[config.mk]
export PLATFORM = sky130hd
export DESIGN_NAME = dbgcmd_parser
export DESIGN_NICKNAME = d
export VERILOG_FILES = /design/src/rtl/dbgcmd_pkg.sv /design/src/rtl/dbgcmd_lexer.sv /design/src/rtl/dbgcmd_seq.sv /design/src/rtl/dbgcmd_reply.sv /design/src/rtl/dbgcmd_parser.sv
export SDC_FILE = /design/constraint.sdc
export NUM_CORES = 1
export LEC_CHECK = 0
export ABC_AREA = 1
export CAP_MARGIN = 10
export CORE_AREA = 2 2 134 97
export CTS_CLUSTER_SIZE = 30
export DETAILED_ROUTE_END_ITERATION = 6
export DIE_AREA = 0 0 136 99
export PLACE_DENSITY_LB_ADDON = 0.3
export RECOVER_POWER = 50
export SYNTH_ARGS = -nofsm -noshare
export SYNTH_HDL_FRONTEND = slang
export SYNTH_SLANG_ARGS = --single-unit
[constraint.sdc]
create_clock -name clk -period 1.67 [get_ports clk]
set_input_delay 0.167 -clock clk [delete_from_list [all_inputs] [get_ports clk]]
set_output_delay 0.167 -clock clk [all_outputs]
set_load 0.05 [all_outputs]
[src/rtl/dbgcmd_pkg.sv]
package dbgcmd_pkg;

    localparam int DATA_W = 16;
    localparam int SEL_W  = 4;

    localparam logic [SEL_W-1:0] SEL_ADDR = 4'h8;
    localparam logic [SEL_W-1:0] SEL_CTRL = 4'h9;
    localparam logic [SEL_W-1:0] SEL_DATA = 4'hA;
    localparam logic [SEL_W-1:0] SEL_FLAG = 4'hB;

    localparam logic [7:0] ERR_UNKNOWN = 8'h80;
    localparam logic [7:0] ERR_BADHEX  = 8'h90;
    localparam logic [7:0] ERR_SHORT   = 8'hA0;
    localparam logic [7:0] ERR_BPIDX   = 8'hB0;
    localparam logic [7:0] ERR_STATUS  = 8'hC0;

    typedef enum logic [1:0] {RK_NONE, RK_DATA, RK_ERR} reply_kind_e;

    typedef struct packed {
        reply_kind_e       kind;
        logic [DATA_W-1:0] data;
        logic [7:0]        stat;
        logic [7:0]        code;
    } reply_t;

    typedef struct packed {
        logic              write;
        logic [SEL_W-1:0]  sel;
        logic [DATA_W-1:0] wdata;
    } reg_req_t;

    typedef struct packed {
        logic             valid;
        logic             noop;
        logic             write;
        logic [SEL_W-1:0] sel;
        logic [2:0]       nibs;
        logic             has_index;
    } op_info_t;

    function automatic op_info_t decode_op(input logic [7:0] c);
        op_info_t o;
        o = '0;
        o.valid = 1'b1;
        case (c)
            "A": o.sel = SEL_ADDR;
            "a": begin o.sel = SEL_ADDR; o.write = 1'b1; o.nibs = 3'd4; end
            "C": o.sel = SEL_CTRL;
            "c": begin o.sel = SEL_CTRL; o.write = 1'b1; o.nibs = 3'd2; end
            "D": o.sel = SEL_DATA;
            "d": begin o.sel = SEL_DATA; o.write = 1'b1; o.nibs = 3'd4; end
            "F": o.sel = SEL_FLAG;
            "B": o.has_index = 1'b1;
            "b": begin o.has_index = 1'b1; o.write = 1'b1; o.nibs = 3'd4; end
            "N": o.noop = 1'b1;
            default: o.valid = 1'b0;
        endcase
        return o;
    endfunction

    function automatic logic [7:0] nib2ascii(input logic [3:0] n);
        return (n < 4'd10) ? (8'h30 + {4'h0, n}) : (8'h37 + {4'h0, n});
    endfunction

endpackage

[src/rtl/dbgcmd_lexer.sv]
module dbgcmd_lexer (
    input  logic [7:0] ch,
    output logic       is_hex,
    output logic [3:0] nib,
    output logic       is_eol
);
    always_comb begin
        is_hex = 1'b1;
        nib    = 4'h0;
        if (ch >= "0" && ch <= "9")      nib = 4'(ch - 8'h30);
        else if (ch >= "A" && ch <= "F") nib = 4'(ch - 8'h37);
        else if (ch >= "a" && ch <= "f") nib = 4'(ch - 8'h57);
        else                             is_hex = 1'b0;
        is_eol = (ch == 8'h0D) || (ch == 8'h0A);
    end
endmodule

[src/rtl/dbgcmd_seq.sv]
module dbgcmd_seq
    import dbgcmd_pkg::*;
#(
    parameter int               BP_COUNT   = 6,
    parameter int               STAT_W     = 4,
    parameter logic [STAT_W-1:0] EXP_STATUS = 1
) (
    input  logic              clk,
    input  logic              rst,
    input  logic              rx_valid,
    input  logic [7:0]        rx_data,
    output logic              rx_ready,
    input  logic              lx_hex,
    input  logic [3:0]        lx_nib,
    input  logic              lx_eol,
    output logic              req_valid,
    input  logic              req_ready,
    output reg_req_t          req_o,
    input  logic              rsp_valid,
    output logic              rsp_ready,
    input  logic [DATA_W-1:0] rsp_data,
    input  logic [STAT_W-1:0] rsp_status,
    output logic              rep_start,
    output reply_t            rep_o,
    input  logic              rep_busy
);
    localparam logic [3:0] BP_LIM = 4'(BP_COUNT);

    typedef enum logic [1:0] {S_IDLE, S_ARG, S_REQ, S_RSP} state_e;

    state_e   st;
    reg_req_t cur;
    logic [2:0] rem;
    logic       idx_pend;
    op_info_t   op_w;
    logic       take;

    assign op_w      = decode_op(rx_data);
    assign rx_ready  = (st == S_IDLE || st == S_ARG) && !rep_busy && !rep_start;
    assign take      = rx_valid && rx_ready;
    assign req_valid = (st == S_REQ);
    assign req_o     = cur;
    assign rsp_ready = (st == S_RSP);

    always_ff @(posedge clk) begin
        if (rst) begin
            st        <= S_IDLE;
            cur       <= '0;
            rem       <= '0;
            idx_pend  <= 1'b0;
            rep_start <= 1'b0;
            rep_o     <= '0;
        end else begin
            rep_start <= 1'b0;
            case (st)
                S_IDLE: if (take && !lx_eol) begin
                    if (!op_w.valid) begin
                        rep_start <= 1'b1;
                        rep_o     <= '{kind: RK_ERR, data: '0, stat: '0, code: ERR_UNKNOWN};
                    end else if (!op_w.noop) begin
                        cur.write <= op_w.write;
                        cur.sel   <= op_w.sel;
                        cur.wdata <= '0;
                        idx_pend  <= op_w.has_index;
                        rem       <= op_w.nibs + {2'b00, op_w.has_index};
                        st        <= (op_w.nibs == 3'd0 && !op_w.has_index) ? S_REQ : S_ARG;
                    end
                end
                S_ARG: if (take) begin
                    if (lx_eol || !lx_hex || (idx_pend && lx_nib >= BP_LIM)) begin
                        rep_start <= 1'b1;
                        rep_o     <= '{kind: RK_ERR, data: '0, stat: '0,
                                       code: lx_eol ? ERR_SHORT : (!lx_hex ? ERR_BADHEX : ERR_BPIDX)};
                        st        <= S_IDLE;
                    end else begin
                        if (idx_pend) begin
                            cur.sel  <= lx_nib;
                            idx_pend <= 1'b0;
                        end else begin
                            cur.wdata <= {cur.wdata[DATA_W-5:0], lx_nib};
                        end
                        rem <= rem - 3'd1;
                        if (rem == 3'd1) st <= S_REQ;
                    end
                end
                S_REQ: if (req_ready) st <= S_RSP;
                S_RSP: if (rsp_valid) begin
                    st <= S_IDLE;
                    if (rsp_status != EXP_STATUS) begin
                        rep_start <= 1'b1;
                        rep_o     <= '{kind: RK_ERR, data: '0, stat: '0,
                                       code: ERR_STATUS | 8'(rsp_status)};
                    end else if (!cur.write) begin
                        rep_start <= 1'b1;
                        rep_o     <= '{kind: RK_DATA, data: rsp_data, stat: 8'(rsp_status), code: '0};
                    end
                end
                default: st <= S_IDLE;
            endcase
        end
    end

    AST_REQ_HOLD: assert property (@(posedge clk) disable iff (rst)
        req_valid && !req_ready |=> req_valid && $stable(req_o));
    AST_BP_RANGE: assert property (@(posedge clk) disable iff (rst)
        req_valid && !req_o.sel[SEL_W-1] |-> req_o.sel < BP_LIM);
    AST_CTRL_BYTE: assert property (@(posedge clk) disable iff (rst)
        req_valid && req_o.write && req_o.sel == SEL_CTRL |-> req_o.wdata[15:8] == 8'h00);
    AST_FLAG_READ_ONLY: assert property (@(posedge clk) disable iff (rst)
        req_valid && req_o.sel == SEL_FLAG |-> !req_o.write);
    AST_NO_RX_DURING_REPLY: assert property (@(posedge clk) disable iff (rst)
        rep_busy |-> !rx_ready);
endmodule

[src/rtl/dbgcmd_reply.sv]
module dbgcmd_reply
    import dbgcmd_pkg::*;
(
    input  logic       clk,
    input  logic       rst,
    input  logic       start,
    input  reply_t     rep_i,
    output logic       busy,
    output logic       tx_valid,
    output logic [7:0] tx_data,
    input  logic       tx_ready
);
    reply_t     rq;
    logic [3:0] pos;
    logic [3:0] last;

    assign tx_valid = busy;
    assign last     = (rq.kind == RK_ERR) ? 4'd7 : 4'd6;

    always_comb begin
        tx_data = 8'h3F;
        if (rq.kind == RK_ERR) begin
            case (pos)
                4'd0, 4'd7: tx_data = "*";
                4'd1:       tx_data = "E";
                4'd2, 4'd3: tx_data = "R";
                4'd4:       tx_data = "=";
                4'd5:       tx_data = nib2ascii(rq.code[7:4]);
                4'd6:       tx_data = nib2ascii(rq.code[3:0]);
                default:    tx_data = 8'h3F;
            endcase
        end else begin
            case (pos)
                4'd0: tx_data = nib2ascii(rq.data[15:12]);
                4'd1: tx_data = nib2ascii(rq.data[11:8]);
                4'd2: tx_data = nib2ascii(rq.data[7:4]);
                4'd3: tx_data = nib2ascii(rq.data[3:0]);
                4'd4: tx_data = ":";
                4'd5: tx_data = nib2ascii(rq.stat[7:4]);
                4'd6: tx_data = nib2ascii(rq.stat[3:0]);
                default: tx_data = 8'h3F;
            endcase
        end
    end

    always_ff @(posedge clk) begin
        if (rst) begin
            busy <= 1'b0;
            pos  <= '0;
            rq   <= '0;
        end else if (!busy) begin
            if (start) begin
                busy <= 1'b1;
                pos  <= '0;
                rq   <= rep_i;
            end
        end else if (tx_ready) begin
            if (pos == last) busy <= 1'b0;
            else             pos  <= pos + 4'd1;
        end
    end

    AST_TX_HOLD: assert property (@(posedge clk) disable iff (rst)
        tx_valid && !tx_ready |=> tx_valid && $stable(tx_data));
    AST_START_IDLE: assert property (@(posedge clk) disable iff (rst)
        start |-> !busy);
endmodule

[src/rtl/dbgcmd_parser.sv]
module dbgcmd_parser
    import dbgcmd_pkg::*;
#(
    parameter int               BP_COUNT   = 6,
    parameter int               STAT_W     = 4,
    parameter logic [STAT_W-1:0] EXP_STATUS = 1
) (
    input  logic              clk,
    input  logic              rst,
    input  logic              rx_valid,
    input  logic [7:0]        rx_data,
    output logic              rx_ready,
    output logic              req_valid,
    input  logic              req_ready,
    output logic              req_write,
    output logic [SEL_W-1:0]  req_sel,
    output logic [DATA_W-1:0] req_wdata,
    input  logic              rsp_valid,
    output logic              rsp_ready,
    input  logic [DATA_W-1:0] rsp_data,
    input  logic [STAT_W-1:0] rsp_status,
    output logic              tx_valid,
    input  logic              tx_ready,
    output logic [7:0]        tx_data
);
    logic       lx_hex, lx_eol, rep_start, rep_busy;
    logic [3:0] lx_nib;
    reg_req_t   req_s;
    reply_t     rep_s;

    assign req_write = req_s.write;
    assign req_sel   = req_s.sel;
    assign req_wdata = req_s.wdata;

    dbgcmd_lexer u_lex (
        .ch(rx_data), .is_hex(lx_hex), .nib(lx_nib), .is_eol(lx_eol)
    );

    dbgcmd_seq #(.BP_COUNT(BP_COUNT), .STAT_W(STAT_W), .EXP_STATUS(EXP_STATUS)) u_seq (
        .clk(clk), .rst(rst),
        .rx_valid(rx_valid), .rx_data(rx_data), .rx_ready(rx_ready),
        .lx_hex(lx_hex), .lx_nib(lx_nib), .lx_eol(lx_eol),
        .req_valid(req_valid), .req_ready(req_ready), .req_o(req_s),
        .rsp_valid(rsp_valid), .rsp_ready(rsp_ready),
        .rsp_data(rsp_data), .rsp_status(rsp_status),
        .rep_start(rep_start), .rep_o(rep_s), .rep_busy(rep_busy)
    );

    dbgcmd_reply u_rep (
        .clk(clk), .rst(rst), .start(rep_start), .rep_i(rep_s), .busy(rep_busy),
        .tx_valid(tx_valid), .tx_data(tx_data), .tx_ready(tx_ready)
    );
endmodule

# Yosys cells after proc, flatten, opt, wreduce, memory -nomap -nowiden
# Index checks and enable logic that the tools add are counted.
# word_totals
ramBits	0
mem_bits_ro	0
regBits	101
memories	0
out_inout_bits	33
elab_cells	218
latchBits	0
in_bits	34
# op_classes
div_mod_pow	0
n_addsub	22
reduce_logical	41
n_bitwise	2
n_mux	80
order_cmp	15
n_eq_ne	41
n_shift	0
multipliers	0
# op_table
op	count
34-bit two-way mux	7
6-bit by 4-bit adder with 7-bit output, first input constant	16
34-bit case mux with 3 select lines	1
20-bit two-way mux	5
8-bit by 7-bit == test with 1-bit output, second input constant	10
8-bit two-way mux	10
8-bit case mux with 7 select lines	1
8-bit case mux with 6 select lines	1
20-bit case mux with 2 select lines	1
4-bit < comparator, second input constant	8
4-bit two-way mux	8
7-bit AND reduction	4
1-bit two-way mux	24
2-bit two-way mux	9
2-bit != test, second input constant	9
4-bit by 3-bit == test with 1-bit output, second input constant	4
8-bit by 4-bit == test with 1-bit output, second input constant	2
8-bit by 7-bit greater-or-equal comparator with 1-bit output, second input constant	2
8-bit by 7-bit less-or-equal comparator with 1-bit output, second input constant	2
16-bit two-way mux	1
4-bit case mux with 4 select lines	1
3-bit two-way mux	5
3-bit case mux with 2 select lines	2
2-bit OR reduction	6
37 further kinds	62

# Depth between registers and ports, before layout
# depth
word_depth	11
depth_mapped	17
depth_no_buf	16

# Hierarchy
# Synthesis repeated with hierarchy kept, for this count alone.
# unflattened
cells_unflattened	995
area_unflattened_um2	6110.9
# modules_own_cells
mod	area_per_inst_um2	cells_each	n_inst	seq_area_each_um2
dbgcmd_seq	3093.0	487	1	1141.1
dbgcmd_reply	2810.2	472	1	780.7
dbgcmd_lexer	207.7	36	1	0.0

# Worst setup path before layout
# Ideal clock, no wire load.
# synth_path
kind	register to register
startpoint	reg u_rep.busy
endpoint	reg u_seq.rep_o[28] in the netlist's numbering
path_slack_ps	-824
required_time_ps	1552
path_stages_with_launch	13
arrival_ps	2375
setup_ps	118
cell_sequence	dfxtp_1 nor3_2 nand2_1 nand2_1 o21ai_2 a21oi_1 nand2_2 nor2_4 nand2_2 buf_6 buf_8 o21ai_1 nor2_1
# synth_via
elab_chain_len	7
elab_cells_between_ends	8
classes_between	2 x eq/ne; 6 x reduce/logical
# synth_lines
element	line	source
from (decl)	dbgcmd_reply.sv:8	output logic busy,
from (signal assigned)	dbgcmd_reply.sv:48	busy <= 1'b0;
from (signal assigned)	dbgcmd_reply.sv:53	busy <= 1'b1;
from (signal assigned)	dbgcmd_reply.sv:58	if (pos == last) busy <= 1'b0;
1-bit logical NOT *	-	
1-bit logical AND * (2 in a row)	dbgcmd_seq.sv:39	assign rx_ready = (st == S_IDLE || st == S_ARG) && !rep_busy && !rep_start;
net rx_ready	dbgcmd_parser.sv:12	output logic rx_ready,
1-bit logical AND *	dbgcmd_seq.sv:40	assign take = rx_valid && rx_ready;
1-bit logical AND	dbgcmd_seq.sv:56	S_IDLE: if (take && !lx_eol) begin
2-bit != test (no source line)	-	
7-bit AND reduction (no source line) *	-	
to (signal assigned)	dbgcmd_seq.sv:59	rep_o <= '{kind: RK_ERR, data: '0, stat: '0, code: ERR_UNKNOWN};
to (signal assigned)	dbgcmd_seq.sv:72	rep_o <= '{kind: RK_ERR, data: '0, stat: '0,
to (signal assigned)	dbgcmd_seq.sv:91	rep_o <= '{kind: RK_ERR, data: '0, stat: '0,
to (decl)	dbgcmd_seq.sv:24	output reply_t rep_o,
# Mark *: on every way through the listed nets, which the timed path passes. The rest lies on a longest branch.
# A chain may end at the register's enable or synchronous reset.

# Final worst setup path
# layout_path
startpoint	reg u_rep.pos[0]
endpoint	out tx_data[2]
# layout_via
elab_chain_len	4
elab_cells_between_ends	13
classes_between	7 x eq/ne; 3 x mux; 3 x reduce/logical
# layout_lines
element	line	source
from (decl)	dbgcmd_reply.sv:14	logic [3:0] pos;
from (signal assigned)	dbgcmd_reply.sv:59	else pos <= pos + 4'd1;
4-bit by 2-bit == test with 1-bit output (tied with other cells)	dbgcmd_reply.sv:23, dbgcmd_reply.sv:33	
2-bit OR reduction	dbgcmd_reply.sv:23	case (pos)
8-bit case mux with 6 select lines	dbgcmd_reply.sv:23	
8-bit two-way mux *	dbgcmd_reply.sv:22	if (rq.kind == RK_ERR) begin
to (decl)	dbgcmd_parser.sv:24	output logic [7:0] tx_data
# Every way passes the cells marked *; elsewhere a longest branch is shown, timed or not.

==> out/results.tsv <==
metric	value	unit
status	finished, violations left	
violations	negative setup slack	
synth_area_leaders	dfxtp_1 (34%), nand2_1 (12%), inv_1 (8.8%)	
synth_area_per_cell	6.64	um2
antenna_cells	0	
cts_tree	done	
drc_errors	0	
drv_slew	0	
die_area	0.0135	mm2
end_kind	primary output	
fp.dieH	99	um
finalCritPeriodShare	1.35	
place.gp.congestion	0.960	
wirelength	20.4	mm
synth_fp_nets	857	
initial_core_util	0.440	
dp_hpwl	11.7	mm
crit_arrival	2.09	ns
synth_area_leader_cell	dfxtp_1	
wl_per_cell	16.9	um
hold_path_depth	3	
final_cells	1205	
multi_input_area	0.00389	mm2
relSlewSlack	0.597	
crit_top_cell	inv_4	
ant_nets	0	
core	0.0122	mm2
crit_fanout	5	
grt_max_degree	35	
grt_pass1_vias	6083	
ys_seq_area_frac	0.341	
area_growth	67.2	%
min_path_type	in -> reg	
dominantRegCellSynth	dfxtp_1	
setup_ws	-0.591	ns
max_freq	0.442	GHz
seq_area	0.00184	mm2
via_per_inst	5.36	
place_ws	-0.924	ns
peakVddDrop	0.562	mV
grt_pass1_wl	29.4	mm
yosysWarnings	0	
cp.required	1.50	ns
pin_count	67	
setup-violations-final	64	
fin_crit	2.26	ns
critPathTopFamily	simple AND/OR/NAND/NOR gates	
path_buf_inv	4	
drive_gt1_frac	0.433	
final_nets	1089	
worst_pin_slew	0.606	ns
worstSetupStartpointType	flop	
hold_viol_final	0	
fin_hold_ws	0.444	ns
r2r_cells	13	
power_density	865	mW/mm2
fill_cells	830	
async_flop_share	0	
antenna_found_initial	0	
path_cells	inv_4, ha_4, nand2_4, inv_4, nor2_4, nand2_2, nor3_4, nor4_2, buf_4, a21oi_4, buf_12	
io_buffers	65	
syn_area	0.00535	mm2
cts_max_path_buffers	2	
rsz0062_at_grt	true	
clk_pin_slew	0.07	ns
critPathSlowestCell	dfxtp_4	
rows	34	
slowest_delay	0.40	ns
p_leak	3.92	nW
syn_inst	806	
grt_usage	0.273	
yosys.cell_types.count	47	
clkSinkCount	91	
fin_skew	0.0106	ns
drtIter0Drc	555	
placedInstanceArea	0.00745	mm2
cts_hold_buffers	0	
critical_path_class	reg -> out	
grt-ovfl-total	0	
fin_area	0.00895	mm2
h-tree-depth	3	
place_inst	1146	
clk_latency	0.35	ns
die_w	136	um
cts-root-buf	clkbuf_16	
drt_first_pass_iters	5	
drv_cap	0	
worstSetupPathDepth	11	
cts_buffers	9	
synth_edf_count	0	
synth_seq_cells	91	
vias	6456	
synth_top_cell_area_share	0.341	
-- synthesized netlist by cell type (7+ instances only) --
| master | instances |
|---|---|
| nand2_1 | 166 |
| inv_1 | 125 |
| nor2_1 | 99 |
| dfxtp_1 | 91 |
| a21oi_1 | 64 |
| o21ai_0 | 63 |
| nand3_1 | 24 |
| ha_1 | 17 |
| nand2_2 | 17 |
| nand4_1 | 16 |
| clkbuf_1 | 14 |
| nor2_2 | 13 |
| nor3_1 | 13 |
| o21ai_1 | 8 |
| o211ai_1 | 7 |
-- worst register-to-register path, cell delays in order (launching register included) --
cell and delay (ns):
dfxtp_4 0.37, nor3_4 0.23, nand2_2 0.10, nand2_2 0.09
o21ai_4 0.07, a21oi_2 0.11, nand2_2 0.07, nor2_4 0.10
buf_6 0.12, nand2_8 0.06, buf_12 0.14, buf_16 0.15
o21ai_4 0.14, nor2_4 0.05
-- metrics by stage --
step                       util  TNS [ns]  power (mW)
after CTS                 0.711     -8.99        7.47
after global routing      0.735    -18.19        8.02
after floorplan               -    -15.14        3.93
after detailed placement  0.613    -49.07        4.91
after global placement    0.613    -42.67        4.88
final                     0.735    -12.88        7.73
-- area by class of cell --
type | instances | share of cell area
timing repair buffer | 242 | 0.245
timing repair inverter | 1 | 0.000839
multi-input combinational | 564 | 0.435
inverter | 129 | 0.0558
clock buffer | 10 | 0.0267
sequential | 91 | 0.206
clock inverter | 6 | 0.00783
tap | 162 | 0.0227
-- final timing paths --
check | slack [ns] | endpoint | startpoint
worst max register to register | -0.23 | u_seq.rep_o[21] | u_seq.st[1]
worst min-delay path | 0.44 | u_seq.rep_o[19] | rsp_data[3]
worst max-delay path | -0.59 | tx_data[2] | u_rep.pos[0]
worst min register to register | 0.48 | u_rep.rq[25] | u_seq.rep_o[25]
-- registers in the layout, indices dropped and copies added, names as in the netlist --
| signal | cells |
|---|---|
| u_rep.rq | 29 |
| u_seq.rep_o | 29 |
| u_seq.req_o | 21 |
| u_rep.pos | 4 |
| u_seq.rem | 3 |
| u_seq.st | 2 |
| u_rep.busy | 1 |
| u_seq.idx_pend | 1 |
| u_seq.rep_start | 1 |
-- kinds of logic after synthesis --
group,share of synthesized area
simple gates,0.313
flops,0.341
buf+inv,0.120
other cells,0.000701
fa+ha+maj,0.0398
compound gates,0.181
xor+xnor,0.00491
-- per-layer routing --
layer	wire length, um	track usage	part of all wire
met4	513	0.0745	0.025
met1	8610	0.370	0.42
met2	9660	0.443	0.47
met5	0	0	0
met3	1580	0.0514	0.077
-- report_power, final --
part           total, mW  switching (mW)  internal (mW)
Clock               2.14           0.919           1.22
Combinational       3.13            1.72           1.41
Sequential          2.47           0.111           2.36
-- what timing repair did --
action / in CTS / in global routing
setup buffers: 23 / 14
gates cloned: 12 / 0
setup endpoints to repair: 70 / 73
resized for setup: 162 / 108
pin swaps: 68 / 54
-- placed cells by master, fill, tap and decap left out, types with 17 or more instances in the layout --
| cell type | Yosys | routed |
|---|---|---|
| buf_4 | 1 | 146 |
| nand2_1 | 166 | 114 |
| inv_1 | 125 | 101 |
| dfxtp_1 | 91 | 83 |
| nor2_1 | 99 | 65 |
| nand2_2 | 17 | 50 |
| a21oi_1 | 64 | 49 |
| o21ai_0 | 63 | 45 |
| nor2_2 | 13 | 29 |
| clkdlybuf4s50_1 | 0 | 28 |
| nor2_4 | 4 | 22 |
| inv_2 | 3 | 22 |
| nand2_4 | 3 | 19 |
| o21ai_2 | 5 | 18 |
| clkbuf_1 | 14 | 17 |
| buf_12 | 0 | 17 |
(Power assumes the default switching activity.)
